==> src/rtl/spi_regslave_pkg.sv <==
// Shared constants and the command layout of the serial register slave.
// Assumes a 16-bit frame: write flag, fixed zero, 6-bit address, 8-bit data.
package spi_regslave_pkg;
    localparam int FRAME_BITS  = 16;
    localparam int ADDR_BITS   = 6;
    localparam int BYTE_BITS   = 8;
    localparam int WORD_BITS   = 16;
    localparam int SAMPLE_BITS = 14;
    localparam int WIDX_BITS   = ADDR_BITS - 1;

    localparam logic [WIDX_BITS-1:0] WIDX_XDATA    = 5'd1;
    localparam logic [WIDX_BITS-1:0] WIDX_YDATA    = 5'd2;
    localparam logic [WIDX_BITS-1:0] WIDX_CFG_BASE = 5'd8;
    localparam logic [WIDX_BITS-1:0] WIDX_STATUS   = 5'd30;

    typedef struct packed {
        logic                 wr;
        logic                 fixed_zero;
        logic [ADDR_BITS-1:0] addr;
        logic [BYTE_BITS-1:0] data;
    } spi_cmd_t;
endpackage

==> src/rtl/spi_edge_sync.sv <==
// Brings chip select, serial clock and data input into the system clock
// domain and derives one-cycle edge pulses. Assumes each serial level lasts
// longer than STAGES+1 system clocks.
module spi_edge_sync #(
    parameter int STAGES = 2
) (
    input  logic clk,
    input  logic rst_n,
    input  logic sclk_in,
    input  logic cs_n_in,
    input  logic mosi_in,
    output logic sclk_rise,
    output logic sclk_fall,
    output logic cs_fall,
    output logic cs_rise,
    output logic cs_act,
    output logic mosi_s
);
    localparam int TOP = STAGES - 1;

    logic [STAGES-1:0] sclk_q, cs_q, mosi_q;
    logic              sclk_d, cs_d;

    // Purpose: shift the raw pins through the synchroniser chains.
    always_ff @(posedge clk) begin
        if (!rst_n) begin
            sclk_q <= '1;
            cs_q   <= '1;
            mosi_q <= '0;
            sclk_d <= 1'b1;
            cs_d   <= 1'b1;
        end else begin
            sclk_q <= {sclk_q[STAGES-2:0], sclk_in};
            cs_q   <= {cs_q[STAGES-2:0], cs_n_in};
            mosi_q <= {mosi_q[STAGES-2:0], mosi_in};
            sclk_d <= sclk_q[TOP];
            cs_d   <= cs_q[TOP];
        end
    end

    assign sclk_rise = sclk_q[TOP] & ~sclk_d;
    assign sclk_fall = ~sclk_q[TOP] & sclk_d;
    assign cs_fall   = ~cs_q[TOP] & cs_d;
    assign cs_rise   = cs_q[TOP] & ~cs_d;
    assign cs_act    = ~cs_q[TOP];
    assign mosi_s    = mosi_q[TOP];
endmodule

==> src/rtl/spi_frame_engine.sv <==
// Counts serial clocks within a frame, assembles the received word,
// launches the transmit word MSB first and flags complete or aborted frames.
// Assumes edge pulses from spi_edge_sync; mode 3 timing.
module spi_frame_engine #(
    parameter int FRAME_BITS = 16
) (
    input  logic                  clk,
    input  logic                  rst_n,
    input  logic                  sclk_rise,
    input  logic                  sclk_fall,
    input  logic                  cs_fall,
    input  logic                  cs_rise,
    input  logic                  cs_act,
    input  logic                  mosi_s,
    input  logic [FRAME_BITS-1:0] tx_word,
    output logic                  tx_load,
    output logic                  frame_done,
    output logic                  frame_abort,
    output logic [FRAME_BITS-1:0] rx_word,
    output logic                  miso,
    output logic                  miso_oe
);
    localparam int CNT_W = $clog2(FRAME_BITS + 1);
    localparam logic [CNT_W-1:0] CNT_LAST = CNT_W'(FRAME_BITS - 1);
    localparam logic [CNT_W-1:0] CNT_FULL = CNT_W'(FRAME_BITS);

    logic [CNT_W-1:0]      bit_cnt;
    logic [FRAME_BITS-1:0] rx_sh;
    logic [FRAME_BITS-1:0] tx_sh;
    logic                  mid_frame;

    assign mid_frame = (bit_cnt != '0) && (bit_cnt != CNT_FULL);

    // Purpose: count rising edges, shift in data, report end or abort.
    always_ff @(posedge clk) begin
        if (!rst_n) begin
            bit_cnt     <= '0;
            rx_sh       <= '0;
            rx_word     <= '0;
            frame_done  <= 1'b0;
            frame_abort <= 1'b0;
        end else begin
            frame_done  <= 1'b0;
            frame_abort <= 1'b0;
            if (cs_fall) begin
                bit_cnt <= '0;
            end else if (cs_act && sclk_rise && bit_cnt != CNT_FULL) begin
                rx_sh   <= {rx_sh[FRAME_BITS-2:0], mosi_s};
                bit_cnt <= bit_cnt + 1'b1;
                if (bit_cnt == CNT_LAST) begin
                    frame_done <= 1'b1;
                    rx_word    <= {rx_sh[FRAME_BITS-2:0], mosi_s};
                end
            end
            if (cs_rise && mid_frame) begin
                frame_abort <= 1'b1;
            end
        end
    end

    // Purpose: load the reply at frame start and shift it on falling edges.
    always_ff @(posedge clk) begin
        if (!rst_n) begin
            tx_sh   <= '0;
            tx_load <= 1'b0;
        end else begin
            tx_load <= 1'b0;
            if (cs_fall) begin
                tx_sh   <= tx_word;
                tx_load <= 1'b1;
            end else if (cs_act && sclk_fall && mid_frame) begin
                tx_sh <= {tx_sh[FRAME_BITS-2:0], 1'b0};
            end
        end
    end

    assign miso    = tx_sh[FRAME_BITS-1];
    assign miso_oe = cs_act;
endmodule

==> src/rtl/spi_cmd_decode.sv <==
// Splits a completed frame into byte-lane write strobes, a read request,
// the word index and the write data. Purely combinational.
module spi_cmd_decode
    import spi_regslave_pkg::*;
#(
    parameter int FRAME_BITS = spi_regslave_pkg::FRAME_BITS
) (
    input  logic                  frame_done,
    input  logic [FRAME_BITS-1:0] rx_word,
    output logic                  wr_lo,
    output logic                  wr_hi,
    output logic                  rd_req,
    output logic [WIDX_BITS-1:0]  widx,
    output logic [BYTE_BITS-1:0]  wdata
);
    spi_cmd_t cmd;

    // Purpose: view the frame as a command and derive strobes.
    always_comb begin
        cmd    = spi_cmd_t'(rx_word);
        widx   = cmd.addr[ADDR_BITS-1:1];
        wdata  = cmd.data;
        wr_lo  = frame_done &  cmd.wr & ~cmd.addr[0];
        wr_hi  = frame_done &  cmd.wr &  cmd.addr[0];
        rd_req = frame_done & ~cmd.wr;
    end
endmodule

==> src/rtl/spi_reg_bank.sv <==
// Holds the example register map, applies byte writes, captures read words
// with their side effects and keeps the reply holder for the next frame.
// Assumes sample updates are single-cycle pulses.
module spi_reg_bank
    import spi_regslave_pkg::*;
#(
    parameter int WORD_BITS   = spi_regslave_pkg::WORD_BITS,
    parameter int SAMPLE_BITS = spi_regslave_pkg::SAMPLE_BITS,
    parameter int NUM_CFG     = 2,
    parameter logic [NUM_CFG-1:0][WORD_BITS-1:0] CFG_RESET = {16'h0800, 16'h0000}
) (
    input  logic                   clk,
    input  logic                   rst_n,
    input  logic                   wr_lo,
    input  logic                   wr_hi,
    input  logic                   rd_req,
    input  logic [WIDX_BITS-1:0]   widx,
    input  logic [BYTE_BITS-1:0]   wdata,
    input  logic                   frame_abort,
    input  logic                   tx_load,
    input  logic                   samp_valid,
    input  logic [SAMPLE_BITS-1:0] samp_x,
    input  logic [SAMPLE_BITS-1:0] samp_y,
    input  logic                   samp_alarm,
    output logic [WORD_BITS-1:0]   tx_word
);
    localparam int HI_LSB = WORD_BITS - BYTE_BITS;

    logic [NUM_CFG-1:0][WORD_BITS-1:0] cfg_rd;
    logic [SAMPLE_BITS-1:0] x_q, y_q;
    logic                   nd_x, nd_y, ea_x, ea_y;
    logic                   fail_q;
    logic [WORD_BITS-1:0]   rd_word;

    for (genvar g = 0; g < NUM_CFG; g++) begin : g_cfg
        logic [WORD_BITS-1:0] q;
        logic                 hit;
        assign hit = (widx == WIDX_CFG_BASE + WIDX_BITS'(g));
        // Purpose: byte-lane update of one configuration word.
        always_ff @(posedge clk) begin
            if (!rst_n) begin
                q <= CFG_RESET[g];
            end else if (hit) begin
                if (wr_lo) q[BYTE_BITS-1:0]         <= wdata;
                if (wr_hi) q[WORD_BITS-1:HI_LSB]    <= wdata;
            end
        end
        assign cfg_rd[g] = q;
    end

    // Purpose: capture samples and manage new-data flags.
    always_ff @(posedge clk) begin
        if (!rst_n) begin
            x_q  <= '0;
            y_q  <= '0;
            nd_x <= 1'b0;
            nd_y <= 1'b0;
            ea_x <= 1'b0;
            ea_y <= 1'b0;
        end else if (samp_valid) begin
            x_q  <= samp_x;
            y_q  <= samp_y;
            nd_x <= 1'b1;
            nd_y <= 1'b1;
            ea_x <= samp_alarm;
            ea_y <= samp_alarm;
        end else if (rd_req) begin
            if (widx == WIDX_XDATA) nd_x <= 1'b0;
            if (widx == WIDX_YDATA) nd_y <= 1'b0;
        end
    end

    // Purpose: record aborted frames, clear on status read.
    always_ff @(posedge clk) begin
        if (!rst_n) begin
            fail_q <= 1'b0;
        end else if (frame_abort) begin
            fail_q <= 1'b1;
        end else if (rd_req && widx == WIDX_STATUS) begin
            fail_q <= 1'b0;
        end
    end

    // Purpose: select the word named by the read command.
    always_comb begin
        rd_word = '0;
        if (widx == WIDX_XDATA) begin
            rd_word = {nd_x, ea_x, x_q};
        end else if (widx == WIDX_YDATA) begin
            rd_word = {nd_y, ea_y, y_q};
        end else if (widx == WIDX_STATUS) begin
            rd_word = {{(WORD_BITS-1){1'b0}}, fail_q};
        end
        for (int i = 0; i < NUM_CFG; i++) begin
            if (widx == WIDX_CFG_BASE + WIDX_BITS'(i)) rd_word = cfg_rd[i];
        end
    end

    // Purpose: hold the reply for the next frame; consumed at frame start.
    always_ff @(posedge clk) begin
        if (!rst_n) begin
            tx_word <= '0;
        end else if (rd_req) begin
            tx_word <= rd_word;
        end else if (tx_load) begin
            tx_word <= '0;
        end
    end
endmodule

==> src/rtl/spi_regslave.sv <==
// Top of the serial register slave: synchroniser, frame engine, command
// decoder and register bank. Assumes system clock much faster than SCLK.
module spi_regslave
    import spi_regslave_pkg::*;
#(
    parameter int SYNC_STAGES = 2
) (
    input  logic                   clk,
    input  logic                   rst_n,
    input  logic                   spi_cs_n,
    input  logic                   spi_sclk,
    input  logic                   spi_mosi,
    output logic                   spi_miso,
    output logic                   spi_miso_oe,
    input  logic                   samp_valid,
    input  logic [SAMPLE_BITS-1:0] samp_x,
    input  logic [SAMPLE_BITS-1:0] samp_y,
    input  logic                   samp_alarm
);
    logic sclk_rise, sclk_fall, cs_fall, cs_rise, cs_act, mosi_s;
    logic tx_load, frame_done, frame_abort;
    logic [FRAME_BITS-1:0] rx_word;
    logic [WORD_BITS-1:0]  tx_word;
    logic wr_lo, wr_hi, rd_req;
    logic [WIDX_BITS-1:0] widx;
    logic [BYTE_BITS-1:0] wdata;

    spi_edge_sync #(.STAGES(SYNC_STAGES)) u_sync (
        .clk(clk), .rst_n(rst_n),
        .sclk_in(spi_sclk), .cs_n_in(spi_cs_n), .mosi_in(spi_mosi),
        .sclk_rise(sclk_rise), .sclk_fall(sclk_fall),
        .cs_fall(cs_fall), .cs_rise(cs_rise), .cs_act(cs_act), .mosi_s(mosi_s)
    );

    spi_frame_engine #(.FRAME_BITS(FRAME_BITS)) u_frame (
        .clk(clk), .rst_n(rst_n),
        .sclk_rise(sclk_rise), .sclk_fall(sclk_fall),
        .cs_fall(cs_fall), .cs_rise(cs_rise), .cs_act(cs_act), .mosi_s(mosi_s),
        .tx_word(tx_word), .tx_load(tx_load),
        .frame_done(frame_done), .frame_abort(frame_abort), .rx_word(rx_word),
        .miso(spi_miso), .miso_oe(spi_miso_oe)
    );

    spi_cmd_decode #(.FRAME_BITS(FRAME_BITS)) u_dec (
        .frame_done(frame_done), .rx_word(rx_word),
        .wr_lo(wr_lo), .wr_hi(wr_hi), .rd_req(rd_req),
        .widx(widx), .wdata(wdata)
    );

    spi_reg_bank u_bank (
        .clk(clk), .rst_n(rst_n),
        .wr_lo(wr_lo), .wr_hi(wr_hi), .rd_req(rd_req),
        .widx(widx), .wdata(wdata),
        .frame_abort(frame_abort), .tx_load(tx_load),
        .samp_valid(samp_valid), .samp_x(samp_x), .samp_y(samp_y),
        .samp_alarm(samp_alarm),
        .tx_word(tx_word)
    );
endmodule

==> config.mk <==
export PLATFORM = sky130hd
export DESIGN_NAME = spi_regslave
export DESIGN_NICKNAME = d
export VERILOG_FILES = /design/src/rtl/spi_regslave_pkg.sv /design/src/rtl/spi_edge_sync.sv /design/src/rtl/spi_frame_engine.sv /design/src/rtl/spi_cmd_decode.sv /design/src/rtl/spi_reg_bank.sv /design/src/rtl/spi_regslave.sv
export SDC_FILE = /design/constraint.sdc
export NUM_CORES = 1
export LEC_CHECK = 0
export BUFFER_PORTS_ARGS = -buffer_cell sky130_fd_sc_hd__buf_2
export CAP_MARGIN = 40
export CORE_MARGIN = 5
export CORE_UTILIZATION = 38
export DETAILED_ROUTE_END_ITERATION = 10
export HOLD_SLACK_MARGIN = 0.12
export SLEW_MARGIN = 5
export SYNTH_ARGS = -nofsm -noshare
export SYNTH_HDL_FRONTEND = slang
export SYNTH_SLANG_ARGS = --single-unit
==> constraint.sdc <==
create_clock -name clk -period 2.4 [get_ports clk]
set_input_delay 0.36 -clock clk [delete_from_list [all_inputs] [get_ports clk]]
set_output_delay 0.36 -clock clk [all_outputs]
set_load 0.05 [all_outputs]
==> flow_metrics.py, run 1 <==
metrics = {
    "finish": {
        "final_cell_mix": "142 x dfxtp_1, 81 x nand2_1, 73 x nor2_1",
        "drive_gt1_share_pct": 15.9,
        "area_delta_synth_final_pct": 17.8,
        "mostFrequentLayoutCell": "dfxtp_1",
        "layout.nets": 736,
        "antenna_cells": 0,
    },
    "sta": {
        "period_needed_ps": 2000,
        "grt_setup_unrepaired": "false",
        "max_slew.worst_pin.slew_ps": 852,
        "hold_viol_final": 0,
        "finalSetupViolCount": 0,
        "relSlewSlack_pct": 43.2,
        "fmax_ghz": 0.499,
        "drv_slew": 0,
        "setup_tns_ps": 0,
        "fin_ws_ps": 398,
        "fin_crit_sh_pct": 83.4,
        "skew_ps": 6.79,
    },
    "critical_path": {
        "critPathMaxStageDelay_ps": 750,
        "critPathLaunchType": "register",
        "worstPathArrival_ps": 2270,
        "setup.worst_path.start": "u_frame.bit_cnt[0]",
        "endpoint_kind": "register",
        "worst-endpoint-required_ps": 2670,
        "crit_chain": "inv_1, ha_1, nor3b_2, or4b_1, nand2_1, a31oi_1",
        "worstPathMaxFanout": 16,
        "endpoint": "u_frame.tx_sh[9]",
        "rr_worst_depth": 6,
        "critPathKind": "register to register",
        "reg2reg_slack_ps": 400,
        "r2r_end": "u_frame.tx_sh[9]",
        "r2r_start": "u_frame.bit_cnt[0]",
        "critPathSlowestCell": "or4b_1",
    },
    "pwr": {
        "vdd_ir_drop_max_uv": 462,
        "powerDensity_nw_per_um2": 798,
        "p_leak_nw": 2.70,
    },
    "synthesis": {
        "synthCells": 674,
        "synth_seq_cells": 142,
        "yosysWarningCount": 0,
        "synthFlopType": "dfxtp_1",
        "yosysSeqAreaShare_pct": 47.9,
        "syn_area_um2": 5940,
        "synth-simple-area-share_pct": 20.0,
        "synth-compound-area-share_pct": 16.0,
        "syn_avg_cell_area_um2": 8.81,
        "synth-async-reset-ratio_pct": 0,
        "synth_xor_area_share_pct": 0.442,
        "synth_edf_count": 0,
        "syn_nets": 712,
        "synth-adder-area-share_pct": 0.632,
        "ys_types": 48,
        "synth_top_family_by_area": "simple AND/OR/NAND/NOR gates",
        "synth.mux.area_fraction_pct": 10.5,
    },
    "global_route": {
        "grt_max_degree": 62,
        "grt-ovfl-total": 0,
        "track_usage_pct": 16.4,
        "antenna_found_initial": 0,
        "grt_pass1_vias": 4751,
        "grt_pass1_wl_mm": 23.7,
    },
    "route": {
        "via_per_inst": 5.28,
        "drtIter0Drc": 312,
        "wl_per_cell_um": 15.9,
        "final_antenna_net_count": 0,
        "vias": 4860,
        "drc": 0,
        "drt-total-wl_mm": 14.6,
        "first_pass_iters": 5,
    },
    "min_path": {
        "worstHoldPathType": "primary input to register",
    },
    "floorplan": {
        "die_w_um": 135,
        "die_area_um2": 18200,
        "ios": 37,
        "row_count": 45,
        "core_region_area_um2": 15300,
        "fp.dieH_um": 135,
        "start_util_pct": 38.9,
    },
    "clock_tree": {
        "worstSkewPairLatency_ps": 420,
        "clk_path_buf_depth": 2,
        "clkSinkCount": 142,
        "cts_tree": "yes",
        "clkTransAtPathRegs_ps": 60,
        "clock-root-buffer": "clkbuf_16",
        "cts_resized": 0,
        "numCtsBuffers": 17,
        "htreeDepth": 4,
    },
    "job": {
        "drv_cap": 0,
    },
    "place": {
        "hpwl_mm": 9.87,
        "place_ws_ps": 390,
        "gp_congestion": 0.841,
        "portBuffers": 36,
    },
    "run_status": {
        "status": "finished, final reports clean",
    },
}
-- synthesized netlist by cell type, drive strengths merged, types with 2 or more instances --
cell type | count | area, µm²
dfxtp | 142 | 2840
nand2 | 82 | 310
nor2 | 73 | 274
mux2i | 62 | 621
o21ai | 62 | 310
a21oi | 51 | 259
nand3 | 38 | 200
clkbuf | 30 | 114
buf | 23 | 135
a31oi | 15 | 93.8
a32o | 14 | 140
o211ai | 14 | 105
or2 | 14 | 87.6
nand2b | 9 | 56.3
inv | 7 | 26.3
and3b | 4 | 35.0
and3 | 3 | 18.8
ha | 3 | 37.5
nor3 | 3 | 26.3
nor4b | 3 | 62.6
or3b | 3 | 28.8
and2 | 2 | 12.5
nor2b | 2 | 12.5
nor3b | 2 | 20.0
xor2 | 2 | 17.5
-- how the worst min path moves through the flow --
stage	start	depth (start not counted)	slack (ps)	end
3_3_place_gp	u_sync.sclk_q[0]	1	390	u_sync.sclk_q[1]
2_1_floorplan	u_sync.cs_q[0]	1	390	u_sync.cs_q[1]
4_1_cts	spi_mosi	2	140	u_sync.mosi_q[0]
3_5_place_dp	u_sync.sclk_q[0]	1	400	u_sync.sclk_q[1]
5_1_grt	spi_mosi	2	160	u_sync.mosi_q[0]
6_report	spi_mosi	2	150	u_sync.mosi_q[0]
-- stage by stage --
stage          total power [mW]  hold WS, ps  std cells  instance area (µm²)  util, %
2_1_floorplan              2.61          386        674                 5940        -
3_3_place_gp               2.67          395        888                 6300     41.3
3_5_place_dp               2.68          402        888                 6300     41.3
4_1_cts                    5.64          136        921                 6990     45.8
5_1_grt                    5.77          161        921                 6990     45.8
6_report                   5.58          148        921                 6990     45.8
-- cell families after synthesis --
logic type | count (synthesis)
buffers and inverters | 60
XOR/XNOR | 3
AND/OR/NAND/NOR | 243
flip-flops | 142
adder cells (fa/ha/maj) | 3
multiplexers | 62
AO/OA/AOI/OAI | 161
-- worst max-delay path: cells and delay by family, from the launching register on --
family	cells	cell delay, ps
flip-flops	1	390
buffers and inverters	1	60
AND/OR/NAND/NOR	3	1120
AO/OA/AOI/OAI	1	80
adder cells (fa/ha/maj)	1	200
-- power breakdown --
part	switching, mW	internal (mW)	total, mW
registers	0.0331	2.41	2.44
clock network	0.964	1.99	2.96
logic	0.106	0.0809	0.187
-- state kept, by name, indices dropped and copies added (netlist names), 2 cells and up --
| signal | cells |
|---|---|
| u_bank.tx_word | 16 |
| u_sync.mosi_q | 2 |
| u_frame.rx_word | 15 |
| u_sync.cs_q | 2 |
| u_frame.tx_sh | 16 |
| u_sync.sclk_q | 2 |
| u_bank.x_q | 14 |
| u_frame.rx_sh | 15 |
| u_bank.g_cfg.q | 32 |
| u_frame.bit_cnt | 5 |
| u_bank.y_q | 14 |
-- per-layer routing --
metal  track usage (%)  wire length, µm  vias to the layer above
met2              27.1             6980                      124
met1              19.7             6370                     2301
li1                  -                -                     2402
met5                 0                0                        -
met4              8.68              514                        0
met3              4.25              741                       33
-- final cells by class --
type                    instances  area (µm²)
repair buffers                 58         363
inverters                       7        26.3
fillers                      1444        8260
clock inverters                11         213
well taps                     211         264
multi-input cells             472        2830
flip-flops and latches        142        2840
clock buffers                  20         457
-- repair_timing --
| item | in CTS | in global routing |
|---|---|---|
| buffers inserted | 0 | 0 |
| hold endpoints to repair | 2 | 0 |
| hold buffers | 2 | 0 |
No activity file was read; power rests on OpenSTA's default activity.
==> run 2: changes to the inputs <==
==> constraint.sdc (replaced) <==
create_clock -name clk -period 2.05 [get_ports clk]
set_input_delay 0.3075 -clock clk [delete_from_list [all_inputs] [get_ports clk]]
set_output_delay 0.3075 -clock clk [all_outputs]
set_load 0.05 [all_outputs]
==> flow_metrics.py, run 2 (synthesized netlist as in run 1, its figures left out) <==
metrics = {
    "run_status": {
        "status": "finished, final reports clean",
    },
    "sta": {
        "hold_viol_final": 0,
        "fin_crit_sh_pct": 88.9,
        "fmax_ghz": 0.549,
        "holdWs_ps": 131,
        "skew_ps": 6.09,
        "setup_tns_ps": 0,
        "max_slew.worst_pin.slew_ps": 654,
        "finalSetupViolCount": 0,
        "drv_slew": 0,
        "period_needed_ps": 1820,
        "grt_setup_unrepaired": "false",
        "relSlewSlack_pct": 56.3,
    },
    "floorplan": {
        "core_region_area_um2": 15300,
        "start_util_pct": 38.9,
        "ios": 37,
        "die_area_um2": 18200,
        "fp.dieH_um": 135,
        "die_w_um": 135,
        "row_count": 45,
    },
    "place": {
        "hpwl_mm": 9.54,
        "portBuffers": 36,
        "gp_congestion": 0.844,
    },
    "global_route": {
        "track_usage_pct": 16.5,
        "grt_max_degree": 83,
        "grt-ovfl-total": 0,
        "grt_pass1_vias": 4684,
        "antenna_found_initial": 0,
        "grt_pass1_wl_mm": 23.8,
    },
    "route": {
        "drtIter0Drc": 351,
        "drc": 0,
        "vias": 4892,
        "via_per_inst": 5.25,
        "drt-total-wl_mm": 14.6,
        "final_antenna_net_count": 0,
        "first_pass_iters": 5,
        "wl_per_cell_um": 15.6,
    },
    "min_path": {
        "whs_path_depth": 3,
        "min_from": "samp_x[12]",
        "worstHoldPathType": "primary input to register",
    },
    "clock_tree": {
        "cts_tree": "yes",
        "htreeDepth": 4,
        "worstSkewPairLatency_ps": 420,
        "numCtsBuffers": 17,
        "clk_path_buf_depth": 2,
        "clock-root-buffer": "clkbuf_16",
        "cts_setup_buffers": 0,
        "clkTransAtPathRegs_ps": 50,
        "clkSinkCount": 142,
    },
    "pwr": {
        "p_int_mw": 4.73,
        "powerDensity_nw_per_um2": 848,
        "p_leak_nw": 2.71,
        "clockPowerShare_pct": 47.9,
        "power.share.sequential_pct": 48.0,
        "pwr-share-comb_pct": 4.1,
        "p_switching_mw": 1.23,
        "p_sw_share_pct": 20.6,
        "vdd_ir_drop_max_uv": 520,
    },
    "finish": {
        "antenna_cells": 0,
        "largest_register_ffs": 32,
        "ff_latch_area_um2": 2840,
        "final_cell_mix": "142 x dfxtp_1, 81 x nand2_1, 73 x nor2_1",
        "nFillCells": 1468,
        "area_delta_synth_final_pct": 18.2,
        "mostFrequentLayoutCell": "dfxtp_1",
        "multiInputGateArea_um2": 2830,
        "top_regs": "u_bank.g_cfg.q (32), u_bank.tx_word (16), u_frame.tx_sh (16)",
        "drive_gt1_share_pct": 14.9,
        "layout.nets": 750,
        "max_flop_register": "u_bank.g_cfg.q",
    },
    "critical_path": {
        "rr_worst_depth": 4,
        "r2r_start": "u_frame.rx_word[11]",
        "critPathLaunchType": "register",
        "worstPathMaxFanout": 16,
        "setup.worst_path.start": "u_frame.rx_word[11]",
        "endpoint_kind": "register",
        "critPathKind": "register to register",
        "worstPathArrival_ps": 2120,
        "worst-endpoint-required_ps": 2350,
    },
    "job": {
        "drv_cap": 0,
    },
}
[run 2: worst max-delay path: stages, from the launching register on]
cell	delay [ps]
dfxtp_1	380
nor4b_4	510
nand2_2	330
o311ai_0	420
a21oi_1	70
[run 2: final cells by class]
type / count / share of cell area [%]
sequential: 142 / 40.5
clock buffer: 26 / 7.25
multi-input combinational: 472 / 40.3
inverter: 7 / 0.374
timing repair buffer: 72 / 7.34
clock inverter: 1 / 0.428
tap: 211 / 3.76
[run 2: layer usage]
metal  up-vias  GRT usage [%]  share of wire, %
li1       2427              -                 -
met1      2323           20.5                45
met2       113           27.1                48
met3        29           4.66               4.6
met4         0           6.44               2.5
met5         -              0                 0
[run 2: through the flow]
stage	util (%)	worst slack, ps	instances	total power [mW]	instance area, µm²
floorplan	-	261	674	3.05	5940
global placement	41.4	113	888	3.13	6320
detailed placement	41.4	40.1	888	3.14	6320
CTS	46.0	27.7	931	6.02	7020
global route	46.0	116	931	6.19	7020
finish	46.0	228	931	5.95	7020
[run 2: path summary, 6_finish.rpt]
| kind | end | slack (ps) |
|---|---|---|
| hold reg to reg | u_sync.sclk_q[1] | 410 |
| hold / removal | u_bank.x_q[12] | 130 |
| setup / recovery | u_bank.tx_word[0] | 230 |
| setup reg to reg | u_bank.tx_word[0] | 230 |
[run 2: power groups by stage]
stage / Clock (mW) / Combinational [mW] / Sequential, mW
after floorplan: 0 / 0.148 / 2.91
after global placement: 0 / 0.214 / 2.92
after detailed placement: 0 / 0.221 / 2.92
after CTS: 2.92 / 0.245 / 2.86
after global routing: 3.06 / 0.271 / 2.86
final: 2.85 / 0.242 / 2.86
[run 2: timing repair]
action / in CTS / in global routing
resized for setup: 0 / 1
hold buffers: 16 / 0
setup endpoints to repair: 0 / 16
endpoints found under the hold margin: 16 / 0
==> run 3: changes to the inputs <==
--- a/config.mk
+++ b/config.mk
@@ -11,6 +11,7 @@
 export CORE_UTILIZATION = 38
 export DETAILED_ROUTE_END_ITERATION = 10
 export HOLD_SLACK_MARGIN = 0.12
+export PLACE_DENSITY_LB_ADDON = 0.2
 export SLEW_MARGIN = 5
 export SYNTH_ARGS = -nofsm -noshare
 export SYNTH_HDL_FRONTEND = slang
==> flow_metrics.py, run 3 (synthesized netlist as in run 1, its figures left out) <==
metrics = {
    "floorplan": {
        "row_count": 45,
        "core_region_area_um2": 15300,
        "start_util_pct": 38.9,
        "ios": 37,
        "die_area_um2": 18200,
        "die_w_um": 135,
        "fp.dieH_um": 135,
    },
    "route": {
        "wl_per_cell_um": 15.6,
        "wl_met2_mm": 6.48,
        "final_antenna_net_count": 0,
        "via_per_inst": 5.14,
        "vias": 4768,
        "drc": 0,
        "routed-wl-met3_um": 619,
        "drt-total-wl_mm": 14.5,
        "m1WireLength_mm": 7.09,
        "top_layer_used": "met4",
        "drtIter0Drc": 335,
        "first_pass_iters": 5,
    },
    "pwr": {
        "pwr-share-comb_pct": 3.7,
        "p_sw_share_pct": 20.8,
        "p_switching_mw": 1.31,
        "power.share.sequential_pct": 45.4,
        "p_int_mw": 4.99,
        "clockPowerShare_pct": 50.9,
        "powerDensity_nw_per_um2": 897,
        "p_leak_nw": 2.72,
        "vdd_ir_drop_max_uv": 625,
    },
    "critical_path": {
        "worstPathMaxFanout": 16,
        "reg2reg_slack_ps": 200,
        "critPathKind": "register to register",
        "worstPathArrival_ps": 2130,
        "worst-endpoint-required_ps": 2330,
        "critPathLaunchType": "register",
        "r2r_end": "u_frame.tx_sh[9]",
        "r2r_start": "u_frame.bit_cnt[0]",
        "setup.worst_path.start": "u_frame.bit_cnt[0]",
        "endpoint_kind": "register",
        "rr_worst_depth": 6,
    },
    "finish": {
        "multiInputGateArea_um2": 2820,
        "largest_register_ffs": 32,
        "top_regs": "u_bank.g_cfg.q (32), u_bank.tx_word (16), u_frame.tx_sh (16)",
        "fin_util_pct": 46.0,
        "nFillCells": 1477,
        "antenna_cells": 0,
        "final_cell_mix": "142 x dfxtp_1, 81 x nand2_1, 73 x nor2_1",
        "max_flop_register": "u_bank.g_cfg.q",
        "ff_latch_area_um2": 2840,
        "area_delta_synth_final_pct": 18.3,
        "mostFrequentLayoutCell": "dfxtp_1",
        "layout.nets": 742,
        "drive_gt1_share_pct": 16.0,
    },
    "clock_tree": {
        "cts_tree": "yes",
        "clock-root-buffer": "clkbuf_16",
        "worstSkewPairLatency_ps": 420,
        "clkTransAtPathRegs_ps": 60,
        "numCtsBuffers": 17,
        "htreeDepth": 4,
        "clkSinkCount": 142,
        "clk_path_buf_depth": 2,
    },
    "sta": {
        "finalSetupViolCount": 0,
        "max_slew.worst_pin.slew_ps": 516,
        "setup_tns_ps": 0,
        "skew_ps": 5.91,
        "drv_slew": 0,
        "relSlewSlack_pct": 65.6,
        "fmax_ghz": 0.540,
        "grt_setup_unrepaired": "false",
        "period_needed_ps": 1850,
        "hold_viol_final": 0,
        "fin_crit_sh_pct": 90.3,
    },
    "global_route": {
        "antenna_found_initial": 0,
        "grt_max_degree": 79,
        "grt_pass1_wl_mm": 23.1,
        "track_usage_pct": 16.0,
        "grt-ovfl-total": 0,
        "grt_pass1_vias": 4519,
    },
    "min_path": {
        "min_to": "u_bank.y_q[6]",
        "whs_path_depth": 3,
        "min_from": "samp_y[6]",
        "worstHoldPathType": "primary input to register",
    },
    "place": {
        "gp_congestion": 0.831,
        "hpwl_mm": 10.0,
        "portBuffers": 36,
    },
    "run_status": {
        "status": "finished, final reports clean",
    },
    "job": {
        "drv_cap": 0,
    },
}
-- run 3: final cells by class --
class / count / area share, %
tap: 211 / 3.76
clock buffer: 22 / 7.04
inverter: 7 / 0.374
multi-input combinational: 472 / 40.2
timing repair buffer: 64 / 6.24
clock inverter: 10 / 1.91
sequential: 142 / 40.5
-- run 3: power by group through the flow --
stage               logic (mW)  registers, mW  clock network, mW
floorplan                0.148           2.91                  0
global placement         0.216           2.92                  0
detailed placement       0.221           2.92                  0
CTS                      0.235           2.86               3.27
global route             0.258           2.86               3.37
finish                   0.231           2.86               3.21
-- run 3: timing repair --
item                       4_1_cts  5_1_grt
resized for setup                1        0
setup buffers                    0        0
hold endpoints to repair         9        0
setup endpoints to repair        1        0
hold buffers                     9        0
-- run 3: worst max-delay path by stage --
| stage | slack [ps] | endpoint |
|---|---|---|
| after floorplan | 260 | u_frame.tx_sh[10] |
| after global placement | 120 | u_frame.tx_sh[6] |
| after detailed placement | -7 | u_frame.tx_sh[9] |
| after CTS | 190 | u_frame.tx_sh[9] |
| after global routing | 120 | u_bank.tx_word[8] |
| final | 200 | u_frame.tx_sh[9] |
-- run 3: layer usage --
metal  vias up  GRT usage, %
met4         0          6.38
met5         -             0
met3        24          3.91
met2        97          24.7
li1       2417             -
met1      2230          21.5
-- run 3: critical path: stages (launching register included) --
cell	delay, ps
dfxtp_1	400
inv_1	70
ha_1	200
nor3b_2	200
or4b_4	610
nand2_1	130
a31oi_1	100
-- run 3: per-stage QoR --
stage               power, mW  hold WS [ps]  instance area, µm²  instances  setup slack [ps]
finish                   6.30           130                7020        928               199
CTS                      6.36           121                7020        928               192
floorplan                3.05           386                5940        674               261
detailed placement       3.14           393                6300        887             -7.39
global route             6.49           129                7020        928               120
global placement         3.13           388                6300        887               116
